<file path="src/rtl/dbgcmd_pkg.sv">
package dbgcmd_pkg;

    localparam int CMD_W = 10;
    localparam int RS_W  = 7;
    localparam int NSEL  = 10;
    localparam int SEL_ID = 0;

    localparam logic [CMD_W-1:0] CMD_RESET  = 10'b00_0001_1011;
    localparam logic [CMD_W-1:0] IR_CAPTURE = 10'b00_0000_0001;

    typedef struct packed {
        logic            rw;
        logic            go;
        logic            ex;
        logic [RS_W-1:0] rs;
    } cmd_t;

    // select code that drives select line idx
    function automatic logic [RS_W-1:0] sel_code(input int idx);
        logic [RS_W-1:0] c;
        case (idx)
            0:       c = 7'h02;
            1:       c = 7'h10;
            2:       c = 7'h12;
            default: c = 7'h20 + RS_W'(idx - 3);
        endcase
        return c;
    endfunction

endpackage

</file>
<file path="src/rtl/dbgcmd_ir.sv">
module dbgcmd_ir
    import dbgcmd_pkg::*;
(
    input  logic tck,
    input  logic rst_n,
    input  logic capture,
    input  logic shift,
    input  logic update,
    input  logic tdi,
    output logic ser_out,
    output cmd_t cmd
);

    typedef struct packed {
        logic [CMD_W-1:0] sh;
        cmd_t             act;
    } ir_st_t;

    ir_st_t st_d, st_q;

    always_comb begin
        st_d = st_q;
        if (capture) begin
            st_d.sh = IR_CAPTURE;
        end else if (shift) begin
            st_d.sh = {tdi, st_q.sh[CMD_W-1:1]};
        end
        if (update) begin
            st_d.act = cmd_t'(st_q.sh);
        end
    end

    always_ff @(posedge tck or negedge rst_n) begin
        if (!rst_n) begin
            st_q.sh  <= CMD_RESET;
            st_q.act <= cmd_t'(CMD_RESET);
        end else begin
            st_q <= st_d;
        end
    end

    assign ser_out = st_q.sh[0];
    assign cmd     = st_q.act;

    AST_CMD_ONLY_AT_UPDATE: assert property (@(posedge tck) disable iff (!rst_n)
        !update |=> $stable(cmd));
    AST_IR_CAPTURE_LSB: assert property (@(posedge tck) disable iff (!rst_n)
        capture |=> (ser_out == 1'b1));

endmodule

</file>
<file path="src/rtl/dbgcmd_decode.sv">
module dbgcmd_decode
    import dbgcmd_pkg::*;
(
    input  logic [RS_W-1:0] rs,
    output logic [NSEL-1:0] sel,
    output logic            hit,
    output logic            is_id
);

    for (genvar g = 0; g < NSEL; g++) begin : g_sel
        assign sel[g] = (rs == sel_code(g));
    end

    assign hit   = |sel;
    assign is_id = sel[SEL_ID];

    always_comb begin
        AST_SEL_ONEHOT: assert ($onehot0(sel));
    end

endmodule

</file>
<file path="src/rtl/dbgcmd_dr.sv">
module dbgcmd_dr #(
    parameter int              ID_W     = 32,
    parameter logic [ID_W-1:0] ID_VALUE = '1
) (
    input  logic tck,
    input  logic rst_n,
    input  logic capture,
    input  logic shift,
    input  logic shift_ir,
    input  logic ir_ser,
    input  logic tdi,
    input  logic hit,
    input  logic is_id,
    input  logic ext_tdo,
    output logic tdo
);

    typedef struct packed {
        logic            byp;
        logic [ID_W-1:0] id_sh;
    } dr_st_t;

    dr_st_t st_d, st_q;

    always_comb begin
        st_d = st_q;
        if (capture) begin
            if (is_id) st_d.id_sh = ID_VALUE;
            if (!hit)  st_d.byp   = 1'b0;
        end else if (shift) begin
            if (is_id) st_d.id_sh = {tdi, st_q.id_sh[ID_W-1:1]};
            if (!hit)  st_d.byp   = tdi;
        end
    end

    always_ff @(posedge tck or negedge rst_n) begin
        if (!rst_n) begin
            st_q.byp   <= 1'b0;
            st_q.id_sh <= '0;
        end else begin
            st_q <= st_d;
        end
    end

    always_comb begin
        if (shift_ir) begin
            tdo = ir_ser;
        end else if (shift) begin
            if (is_id)    tdo = st_q.id_sh[0];
            else if (hit) tdo = ext_tdo;
            else          tdo = st_q.byp;
        end else begin
            tdo = 1'b0;
        end
    end

    AST_BYPASS_ONE_STAGE: assert property (@(posedge tck) disable iff (!rst_n)
        (shift && !hit && !capture) |=> (st_q.byp == $past(tdi)));
    AST_BYPASS_CAPTURE_ZERO: assert property (@(posedge tck) disable iff (!rst_n)
        (capture && !hit) |=> (st_q.byp == 1'b0));

endmodule

</file>
<file path="src/rtl/dbgcmd_strobe.sv">
module dbgcmd_strobe (
    input  logic tck,
    input  logic rst_n,
    input  logic update_dr,
    input  logic rw,
    input  logic go,
    input  logic ex,
    input  logic hit,
    input  logic is_id,
    output logic rd_stb,
    output logic wr_stb,
    output logic go_pulse,
    output logic ex_pulse
);

    typedef struct packed {
        logic udr;
        logic rd;
        logic wr;
        logic go;
        logic ex;
    } stb_st_t;

    stb_st_t st_d, st_q;
    logic    fire;

    assign fire = update_dr && !st_q.udr;

    always_comb begin
        st_d     = '0;
        st_d.udr = update_dr;
        if (fire) begin
            st_d.rd = hit && rw;
            st_d.wr = hit && !rw && !is_id;
            st_d.go = go;
            st_d.ex = ex;
        end
    end

    always_ff @(posedge tck or negedge rst_n) begin
        if (!rst_n) begin
            st_q <= '0;
        end else begin
            st_q <= st_d;
        end
    end

    assign rd_stb   = st_q.rd;
    assign wr_stb   = st_q.wr;
    assign go_pulse = st_q.go;
    assign ex_pulse = st_q.ex;

    AST_GO_ONE_CYCLE: assert property (@(posedge tck) disable iff (!rst_n)
        go_pulse |=> !go_pulse);
    AST_EX_ONE_CYCLE: assert property (@(posedge tck) disable iff (!rst_n)
        ex_pulse |=> !ex_pulse);
    AST_ACCESS_AFTER_UDR: assert property (@(posedge tck) disable iff (!rst_n)
        (rd_stb || wr_stb || go_pulse || ex_pulse) |-> $past(update_dr));
    AST_RD_WR_EXCL: assert property (@(posedge tck) disable iff (!rst_n)
        !(rd_stb && wr_stb));
    AST_NO_ID_WRITE: assert property (@(posedge tck) disable iff (!rst_n)
        wr_stb |-> !$past(is_id));

endmodule

</file>
<file path="src/rtl/dbgcmd_top.sv">
module dbgcmd_top
    import dbgcmd_pkg::*;
#(
    parameter int              ID_W     = 32,
    parameter logic [ID_W-1:0] ID_VALUE = 32'h1A5C_001D
) (
    input  logic            tck,
    input  logic            rst_n,
    input  logic            capture_ir,
    input  logic            shift_ir,
    input  logic            update_ir,
    input  logic            capture_dr,
    input  logic            shift_dr,
    input  logic            update_dr,
    input  logic            tdi,
    input  logic            ext_tdo,
    output logic            tdo,
    output logic            cmd_rw,
    output logic            cmd_go,
    output logic            cmd_ex,
    output logic [RS_W-1:0] cmd_rs,
    output logic [NSEL-1:0] reg_sel,
    output logic            rd_stb,
    output logic            wr_stb,
    output logic            go_pulse,
    output logic            ex_pulse
);

    cmd_t cmd;
    logic ir_ser;
    logic hit;
    logic is_id;

    dbgcmd_ir u_ir (
        .tck     (tck),
        .rst_n   (rst_n),
        .capture (capture_ir),
        .shift   (shift_ir),
        .update  (update_ir),
        .tdi     (tdi),
        .ser_out (ir_ser),
        .cmd     (cmd)
    );

    dbgcmd_decode u_dec (
        .rs    (cmd.rs),
        .sel   (reg_sel),
        .hit   (hit),
        .is_id (is_id)
    );

    dbgcmd_dr #(
        .ID_W     (ID_W),
        .ID_VALUE (ID_VALUE)
    ) u_dr (
        .tck      (tck),
        .rst_n    (rst_n),
        .capture  (capture_dr),
        .shift    (shift_dr),
        .shift_ir (shift_ir),
        .ir_ser   (ir_ser),
        .tdi      (tdi),
        .hit      (hit),
        .is_id    (is_id),
        .ext_tdo  (ext_tdo),
        .tdo      (tdo)
    );

    dbgcmd_strobe u_stb (
        .tck       (tck),
        .rst_n     (rst_n),
        .update_dr (update_dr),
        .rw        (cmd.rw),
        .go        (cmd.go),
        .ex        (cmd.ex),
        .hit       (hit),
        .is_id     (is_id),
        .rd_stb    (rd_stb),
        .wr_stb    (wr_stb),
        .go_pulse  (go_pulse),
        .ex_pulse  (ex_pulse)
    );

    assign cmd_rw = cmd.rw;
    assign cmd_go = cmd.go;
    assign cmd_ex = cmd.ex;
    assign cmd_rs = cmd.rs;

    AST_STROBE_NEEDS_SELECT: assert property (@(posedge tck) disable iff (!rst_n)
        (rd_stb || wr_stb) |-> (reg_sel != '0));

endmodule

</file>
<file path="config.mk">
export PLATFORM = sky130hd
export DESIGN_NAME = dbgcmd_top
export DESIGN_NICKNAME = d
export VERILOG_FILES = /design/src/rtl/dbgcmd_pkg.sv /design/src/rtl/dbgcmd_ir.sv /design/src/rtl/dbgcmd_decode.sv /design/src/rtl/dbgcmd_dr.sv /design/src/rtl/dbgcmd_strobe.sv /design/src/rtl/dbgcmd_top.sv
export SDC_FILE = /design/constraint.sdc
export NUM_CORES = 1
export LEC_CHECK = 0
export BUFFER_PORTS_ARGS = -buffer_cell sky130_fd_sc_hd__buf_2
export CORE_MARGIN = 4
export CORE_UTILIZATION = 50
export DETAILED_ROUTE_END_ITERATION = 7
export GPL_TIMING_DRIVEN = 0
export HOLD_SLACK_MARGIN = 0.02
export PLACE_DENSITY = 0.68
export SYNTH_ARGS = -nofsm -noshare
export SYNTH_HDL_FRONTEND = slang
export SYNTH_HIERARCHICAL = 1
export SYNTH_SLANG_ARGS = --single-unit
</file>
<file path="constraint.sdc">
create_clock -name tck -period 2.9 [get_ports tck]
set_input_delay 0.58 -clock tck [delete_from_list [all_inputs] [get_ports tck]]
set_output_delay 0.58 -clock tck [all_outputs]
set_load 0.01 [all_outputs]
</file>
# After elaboration in Yosys (flattened, before gate mapping)
# Index checks and enable logic that the tools add are counted.
# W data, S select, Z words.
dict set report word_totals {
  register_bits 58
  input_bits 10
  elab_cells 48
}
dict set report op_classes {
  eq_ne 10
  n_mux 13
  bitwise_logic 1
  reduce_logical 12
}
# cell count
set ops {}
lappend ops {{$mux W33} 2}
lappend ops {{$mux W32} 2}
lappend ops {{$eq A7 B6 Y1 const B} 7}
lappend ops {{$mux W10} 2}
lappend ops {{$eq A7 B5 Y1 const B} 2}
lappend ops {{$reduce_or A10 Y1} 1}
lappend ops {{$eq A7 B2 Y1 const B} 1}
lappend ops {{$mux W1} 6}
lappend ops {{$logic_and A1 B1 Y1} 4}
lappend ops {{$mux W4} 1}
lappend ops {{$reduce_and A2 Y1} 2}
lappend ops {{$reduce_bool A2 Y1} 2}
lappend ops {{$logic_not A1 Y1} 3}
lappend ops {{$not A1 Y1} 1}

# Longest topological paths before layout
# Gate-level depths: netlist (run 1).
dict set report logic_depth {
  depth_word 6
  depth_mapped 8
  depth_no_buf 6
}

# By module
# The synthesis (run 1) kept the hierarchy.
# module instances cells_each area_each_um2 seq_area_each_um2
set by_module_without_submodules {}
lappend by_module_without_submodules {dbgcmd_dr 1 150 1410.1 825.8}
lappend by_module_without_submodules {dbgcmd_ir 1 63 902.1 510.5}
lappend by_module_without_submodules {dbgcmd_strobe 1 11 170.2 125.1}
lappend by_module_without_submodules {dbgcmd_decode 1 27 165.2 0.0}

# Worst setup path after synthesis (run 1)
# Ideal clock, no wire load.
dict set report synth_timing {
  path_kind {register to output}
  start {register u_ir.st_q (netlist bit u_ir/cmd[1])}
  end {output port tdo}
  t_arrival_ns 1.964
  slack_ns 0.356
  stages_incl_launch_ff 8
  path_buffers 2
  path_cell_list {dfstp_2 buf_4 buf_6 o21ai_1 a2111oi_2 mux2_2 o211ai_1 o21ai_0}
}
dict set report synth_between {
  elab_chain_cells 6
}
# item line_no
set synth_lines {}
lappend synth_lines {{start: declaration} dbgcmd_ir.sv:19} ;# ir_st_t st_d, st_q;
lappend synth_lines {{start signal: assignment} dbgcmd_ir.sv:38} ;# st_q <= st_d;
lappend synth_lines {{$eq A7 B5 Y1 (tied with other cells)} dbgcmd_decode.sv:11} ;# assign sel[g] = (rs == sel_code(g));
lappend synth_lines {{$reduce_or A10 Y1 *} dbgcmd_decode.sv:14} ;# assign hit = |sel;
lappend synth_lines {{named net hit} dbgcmd_top.sv:31} ;# logic hit;
lappend synth_lines {{$mux W1 *} dbgcmd_dr.sv:50} ;# else if (hit) tdo = ext_tdo;
lappend synth_lines {{$mux W1 *} dbgcmd_dr.sv:49} ;# if (is_id) tdo = st_q.id_sh[0];
lappend synth_lines {{$mux W1 *} dbgcmd_dr.sv:48} ;# end else if (shift) begin
lappend synth_lines {{$mux W1 *} dbgcmd_dr.sv:46} ;# if (shift_ir) begin
lappend synth_lines {{end: declaration} dbgcmd_top.sv:17} ;# output logic tdo,
# Mark *: on every way through the listed nets, which the timed path passes. The rest lies on a longest branch.

# Final worst setup path (run 1)
dict set report layout_timing {
  start {register u_ir.st_q (netlist bit u_ir/cmd[5])}
  end {output port tdo}
}
# The elaborated chain is that of the path after synthesis.

==> results of run 1 <==
## registers in the layout (all words and copies together), names as in the netlist
signal and count:
u_dr/st_q 33, u_ir/cmd 10, u_ir/ser_out 1, u_ir/st_q 9
u_stb/ex_pulse 1, u_stb/go_pulse 1, u_stb/rd_stb 1, u_stb/st_q 1
u_stb/wr_stb 1
## synthesized netlist by cell type
| cell | instances |
|---|---|
| a2111oi_2 | 1 |
| a211o_1 | 1 |
| a21boi_1 | 1 |
| a32oi_1 | 1 |
| and2_2 | 2 |
| and2b_2 | 1 |
| and3_1 | 2 |
| buf_1 | 1 |
| buf_2 | 2 |
| buf_4 | 15 |
| buf_6 | 3 |
| clkbuf_1 | 1 |
| clkbuf_2 | 3 |
| dfrtp_1 | 50 |
| dfstp_2 | 8 |
| mux2_2 | 1 |
| mux2_4 | 10 |
| mux2i_1 | 9 |
| nand2_1 | 38 |
| nand2b_1 | 25 |
| nand3_1 | 1 |
| nand3b_1 | 1 |
| nor2_1 | 30 |
| nor2b_1 | 1 |
| nor2b_4 | 1 |
| nor3_1 | 3 |
| nor3_2 | 1 |
| nor3b_1 | 1 |
| nor4b_1 | 1 |
| o211ai_1 | 1 |
| o21ai_0 | 15 |
| o21ai_1 | 19 |
| o21ai_4 | 1 |
## repair_timing
item	CTS	global route
setup buffers	2	7
endpoints found under the setup margin	1	1
pin swaps	3	4
resized for setup	7	3
## layout make-up
type | count | share of cell area
multi-input cells | 168 | 0.330
plain buffers | 21 | 0.0466
flip-flops and latches | 58 | 0.457
well taps | 70 | 0.0274
repair buffers | 40 | 0.0705
clock inverters | 5 | 0.0243
clock buffers | 11 | 0.0442
## metrics by stage
stage / instance area (um2) / total power, mW
3_5_place_dp: 2890 / 0.934
3_3_place_gp: 2890 / 0.932
6_report: 3200 / 1.74
4_1_cts: 3140 / 1.75
2_1_floorplan: 2650 / 0.895
5_1_grt: 3200 / 1.80
## worst min-delay path by stage
stage                        startpoint                        to  cells after the start
2_1_floorplan                     rst_n  u_dr/st_q[0]$_DFFE_PN0P_                      0
3_3_place_gp   u_dr/st_q[0]$_DFFE_PN0P_  u_dr/st_q[0]$_DFFE_PN0P_                      2
3_5_place_dp   u_dr/st_q[0]$_DFFE_PN0P_  u_dr/st_q[0]$_DFFE_PN0P_                      2
4_1_cts                       update_dr   u_stb/st_q[4]$_DFF_PN0_                      1
5_1_grt                           rst_n  u_dr/st_q[4]$_DFFE_PN0P_                      1
6_report                          rst_n  u_dr/st_q[4]$_DFFE_PN0P_                      1
## metal layers
layer  up-vias  global-route usage
met1       853               0.235
met5         -                   0
li1        908                   -
met4         0              0.0963
met2        46               0.241
met3         8              0.0488
## worst register-to-register path, cell delays in order (launching register included)
cell and delay, ns:
dfrtp_1 0.39, buf_4 0.16, nor3_2 0.23, nand3b_1 0.19, nor3_4 0.31, o21ai_4 0.16, clkbuf_2 0.22, o21ai_0 0.21
## power breakdown
group / switching, mW / internal (mW)
clock network: 0.313 / 0.504
registers: 0.00587 / 0.820
logic: 0.0530 / 0.0410
## kinds of logic (layout without fill, tap and decap cells)
kind of cell / count (synthesis) / in the layout / share of synthesized area
AO/OA/AOI/OAI: 40 / 40 / 0.0884
buffers and inverters: 25 / 77 / 0.0676
multiplexers: 20 / 20 / 0.0950
flip-flops: 58 / 58 / 0.552
AND/OR/NAND/NOR: 108 / 108 / 0.197
==> flow_summary.yaml, run 1 <==
outcome:
  status: "complete, no violations"
sta:
  maxSlewHeadroom: 0.534
  fin_skew_ns: 0.0126
  report.final.slew_viol_count: 0
  grt_setup_unrepaired: "true"
  finalCritPeriodShare: 0.960
  fmax_mhz: 359
  setup_slack_ns: 0.117
  setup_viol: 0
  hold_slack_ns: 0.300
  worstMarginPinSlew_ns: 0.699
  hold_violations: 0
  fin_setup_tns_ns: 0
  fin_crit_ns: 2.78
clock_network:
  htreeDepth: 3
  cts_sinks: 58
  clock-root-buffer: "clkbuf_8"
  cts_tree: "done"
  postCtsHoldBufs: 0
  clock_latency_ns: 0.34
  cts_buffers: 9
  path_clk_slew_ns: 0.07
  clockBufferDepth: 2
setup_path:
  worst_ep_arrival_time_ns: 2.20
  worst-path-buf-inv: 2
  cp-start-kind: "register"
  crit_cells: 8
  r2r_start: "u_ir/cmd[6]$_DFFE_PN0P_"
  r2r_cells: 7
  worstSetupPathType: "reg2out"
  cpMaxStageDelayCell: "a2111oi_4"
  cp-startpoint: "u_ir/cmd[5]$_DFFE_PN0P_"
  end_kind: "output pin"
  reg2reg_slack_ns: 0.94
  cp_cell_sequence: "buf_6, nor2_4, o21ai_2, a2111oi_4, mux2_4, o211ai_1, o21ai_1, buf_2"
  max_stage_delay_ns: 0.40
  path_delay_family: "compound AO/OA/AOI/OAI gates"
  timing.rr.end: "u_dr/st_q[18]$_DFFE_PN0P_"
  critPathMaxFanout: 6
  cp.required_ns: 2.32
  cp-endpoint: "tdo"
cells_and_area:
  multiInputGateArea_um2: 1050
  seqCellArea_um2: 1460
  layout_common_cells: "50 x dfrtp_1, 38 x nand2_1, 32 x buf_2, 29 x nor2_1, 24 x nand2b_1"
  final_cells: 373
  n_fill_cell: 429
  fin_nets: 308
  antenna_cells: 0
  final_common_cell: "dfrtp_1"
  postLayoutCoreUtil: 0.626
  area_growth_pct: 20.7
  drive_above_1_share: 0.343
grt:
  grt_max_degree: 59
  grt_antenna_before_repair: 0
  track_usage: 0.170
  grt_pass1_vias: 1719
  grt_pass1_wl_mm: 8.27
  grt-ovfl-total: 0
route:
  avgViaCountPerCell: 4.87
  dr.pass1.iters: 4
  met3_length_um: 297
  post-route-drc-count: 0
  drtIter0Drc: 84
  dr_wl_met2_mm: 2.08
  ant_nets: 0
  wl_per_cell_um: 12.9
  vias: 1815
  maxUsedRoutingLayer: "met4"
  drt-total-wl_mm: 4.82
  met1_length_mm: 2.37
logic_synthesis:
  synth_top_cell_by_area: "dfrtp_1"
  synth_top_cell_area_share: 0.473
  synth_cell_type_count: 33
  netlist_instances: 251
  synth.ff_latch_count: 58
  syn_nets: 261
  synth_area_um2: 2650
  ys_seq_area_frac: 0.552
  synth.avg_cell_area_um2: 10.5
  netlist_top_cells_area: "dfrtp_1 47%, dfstp_2 7.9%, nand2b_1 5.9%"
  yosysWarnings: 6
floorplanning:
  rows: 26
  boundaryPins: 35
  dieArea_um2: 6520
  initial_core_util: 0.518
  core_um2: 5110
  die_w_um: 80.8
  fp.dieH_um: 80.8
power_and_ir_drop:
  ir_worst_vdd_mv: 0.425
  power.density_nw_per_um2: 544
  leakage_nw: 1.52
placement:
  pre_cts_ws_ns: 0.00878
  routabilityCongestion: 0.722
  dp.cells: 352
  dp_hpwl_mm: 3.22
  io_buffer_count: 31
run:
  maxCapViolCount: 0
hold_path:
  min_path_type: "in2async"
Power figures use the tool's default switching activity.
==> inputs of run 2 (changes only) <==
==> constraint.sdc (replaced) <==
create_clock -name tck -period 2.9 [get_ports tck]
set_input_delay 0.145 -clock tck [delete_from_list [all_inputs] [get_ports tck]]
set_output_delay 0.145 -clock tck [all_outputs]
set_load 0.01 [all_outputs]
==> run 2 against run 1 <==
  * Power about the same
  * First-iteration DRC count fell by 7.1%
  * Maximum frequency increased by 4.9%
  * Cell count down 0.80%
  * Die area unchanged
  * Worst hold slack worse by 0.22 ns
  * Setup slack improved by 0.13 ns
  * Clock power barely moved
  * Via count fell by 0.83%
  * Sequential power barely moved
  * Largest cell class unchanged
==> flow_summary.yaml, run 2 (same netlist as run 1, synthesis figures left out) <==
floorplanning:
  dieArea_um2: 6520
  fp.dieH_um: 80.8
  initial_core_util: 0.518
  boundaryPins: 35
  die_w_um: 80.8
  rows: 26
  core_um2: 5110
cells_and_area:
  seqCellArea_um2: 1460
  postLayoutCoreUtil: 0.616
  n_fill_cell: 443
  drive_above_1_share: 0.317
  regMostFlops: "u_dr/st_q"
  largest_reg_flops: 33
  final_area_um2: 3140
  final_common_cell: "dfrtp_1"
  fin_nets: 305
  antenna_cells: 0
  multiInputGateArea_um2: 1020
  layout_common_cells: "50 x dfrtp_1, 38 x nand2_1, 32 x buf_2, 30 x nor2_1, 25 x nand2b_1"
  area_growth_pct: 18.8
route:
  drtIter0Drc: 78
  avgViaCountPerCell: 4.86
  ant_nets: 0
  drt-total-wl_mm: 4.74
  dr.pass1.iters: 4
  wl_per_cell_um: 12.8
  post-route-drc-count: 0
  vias: 1800
run:
  maxCapViolCount: 0
clock_network:
  cts_buffers: 9
  clock-root-buffer: "clkbuf_8"
  path_clk_slew_ns: 0.06
  cts_tree: "done"
  clockBufferDepth: 2
  htreeDepth: 3
  postCtsSetupRepairBufs: 0
  clock_latency_ns: 0.34
  cts_sinks: 58
sta:
  fin_crit_ns: 2.65
  maxSlewHeadroom: 0.447
  fin_skew_ns: 0.0130
  finalCritPeriodShare: 0.915
  report.final.slew_viol_count: 0
  worstMarginPinSlew_ns: 0.823
  grt_setup_unrepaired: "false"
  fmax_mhz: 377
  fin_setup_tns_ns: 0
  hold_violations: 0
  setup_viol: 0
setup_path:
  worstSetupPathType: "reg2out"
  max_stage_delay_ns: 0.53
  end_kind: "output pin"
  worst_ep_arrival_time_ns: 2.51
  cpMaxStageDelayCell: "dfstp_2"
  cp-start-kind: "register"
  r2r_start: "u_ir/cmd[6]$_DFFE_PN0P_"
  cp_cell_sequence: "buf_4, buf_6, o21ai_1, a2111oi_4, mux2_2, o211ai_1, o21ai_0, buf_2"
  cp.required_ns: 2.76
  critPathMaxFanout: 9
  cp-startpoint: "u_ir/cmd[1]$_DFFE_PN1P_"
hold_path:
  min_path_type: "in2reg"
  hold_start: "capture_ir"
grt:
  grt-ovfl-total: 0
  grt_max_degree: 59
  grt_antenna_before_repair: 0
  track_usage: 0.168
  grt_pass1_wl_mm: 8.17
  grt_pass1_vias: 1704
power_and_ir_drop:
  leakage_nw: 1.50
  ir_worst_vdd_mv: 0.425
  power.density_nw_per_um2: 552
outcome:
  status: "complete, no violations"
placement:
  routabilityCongestion: 0.722
  io_buffer_count: 31
  dp_hpwl_mm: 3.22
  place_area_um2: 2890
==> run 2: routing by layer <==
metal | GRT usage | wire length [um] | share of wire | vias up
met1 | 0.234 | 2360 | 0.50 | 843
met3 | 0.0477 | 269 | 0.057 | 11
met2 | 0.236 | 1990 | 0.42 | 42
met5 | 0 | 0 | 0 | -
met4 | 0.0963 | 112 | 0.024 | 0
li1 | - | - | - | 904
==> run 2: final cells by class <==
cell class / count / share of cell area
buffer: 25 / 0.0569
multi-input combinational: 168 / 0.324
clock inverter: 5 / 0.0247
clock buffer: 11 / 0.0450
timing repair buffer: 33 / 0.0565
tap: 70 / 0.0279
sequential: 58 / 0.465
==> run 2: path summary, 6_finish.rpt <==
| path | slack, ns | depth (start not counted) | to |
|---|---|---|---|
| hold / removal | 0.08 | 2 | u_ir/st_q[11]$_DFFE_PN1P_ |
| max in group asynchronous | 2.04 | 2 | u_ir/st_q[19]$_DFFE_PN0P_ |
| setup reg to reg | 0.56 | 7 | u_dr/st_q[18]$_DFFE_PN0P_ |
| hold reg to reg | 0.47 | 2 | u_dr/st_q[0]$_DFFE_PN0P_ |
| min in group asynchronous | 0.41 | 2 | u_dr/st_q[4]$_DFFE_PN0P_ |
| setup / recovery | 0.25 | 8 | tdo |
==> run 2: power breakdown <==
| part | internal (mW) | total [mW] | switching, mW |
|---|---|---|---|
| Clock | 0.504 | 0.815 | 0.311 |
| Sequential | 0.820 | 0.826 | 0.00584 |
| Combinational | 0.0418 | 0.0947 | 0.0529 |
| Total | 1.37 | 1.74 | 0.370 |
==> run 2: timing repair <==
action                     CTS  global route
gates resized for setup      0             1
hold buffers                 1             1
setup endpoints to repair    0             1
hold endpoints to repair     1            50
==> run 2: critical path, delay by kind of cell (launching register included) <==
family | cells | cell delay, ns
compound gates | 4 | 0.90
flops | 1 | 0.53
mux | 1 | 0.38
buf+inv | 3 | 0.36
==> run 2: metrics by stage <==
step                      power, mW  hold WS (ns)  std cells  setup slack (ns)
after floorplan               0.895        -0.151        251             0.791
after global placement        0.932         0.270        352             0.460
after detailed placement      0.934         0.268        352             0.444
after CTS                      1.75        0.0792        369            0.0818
after global routing           1.80        0.0945        370            0.0121
final                          1.74        0.0805        370             0.248
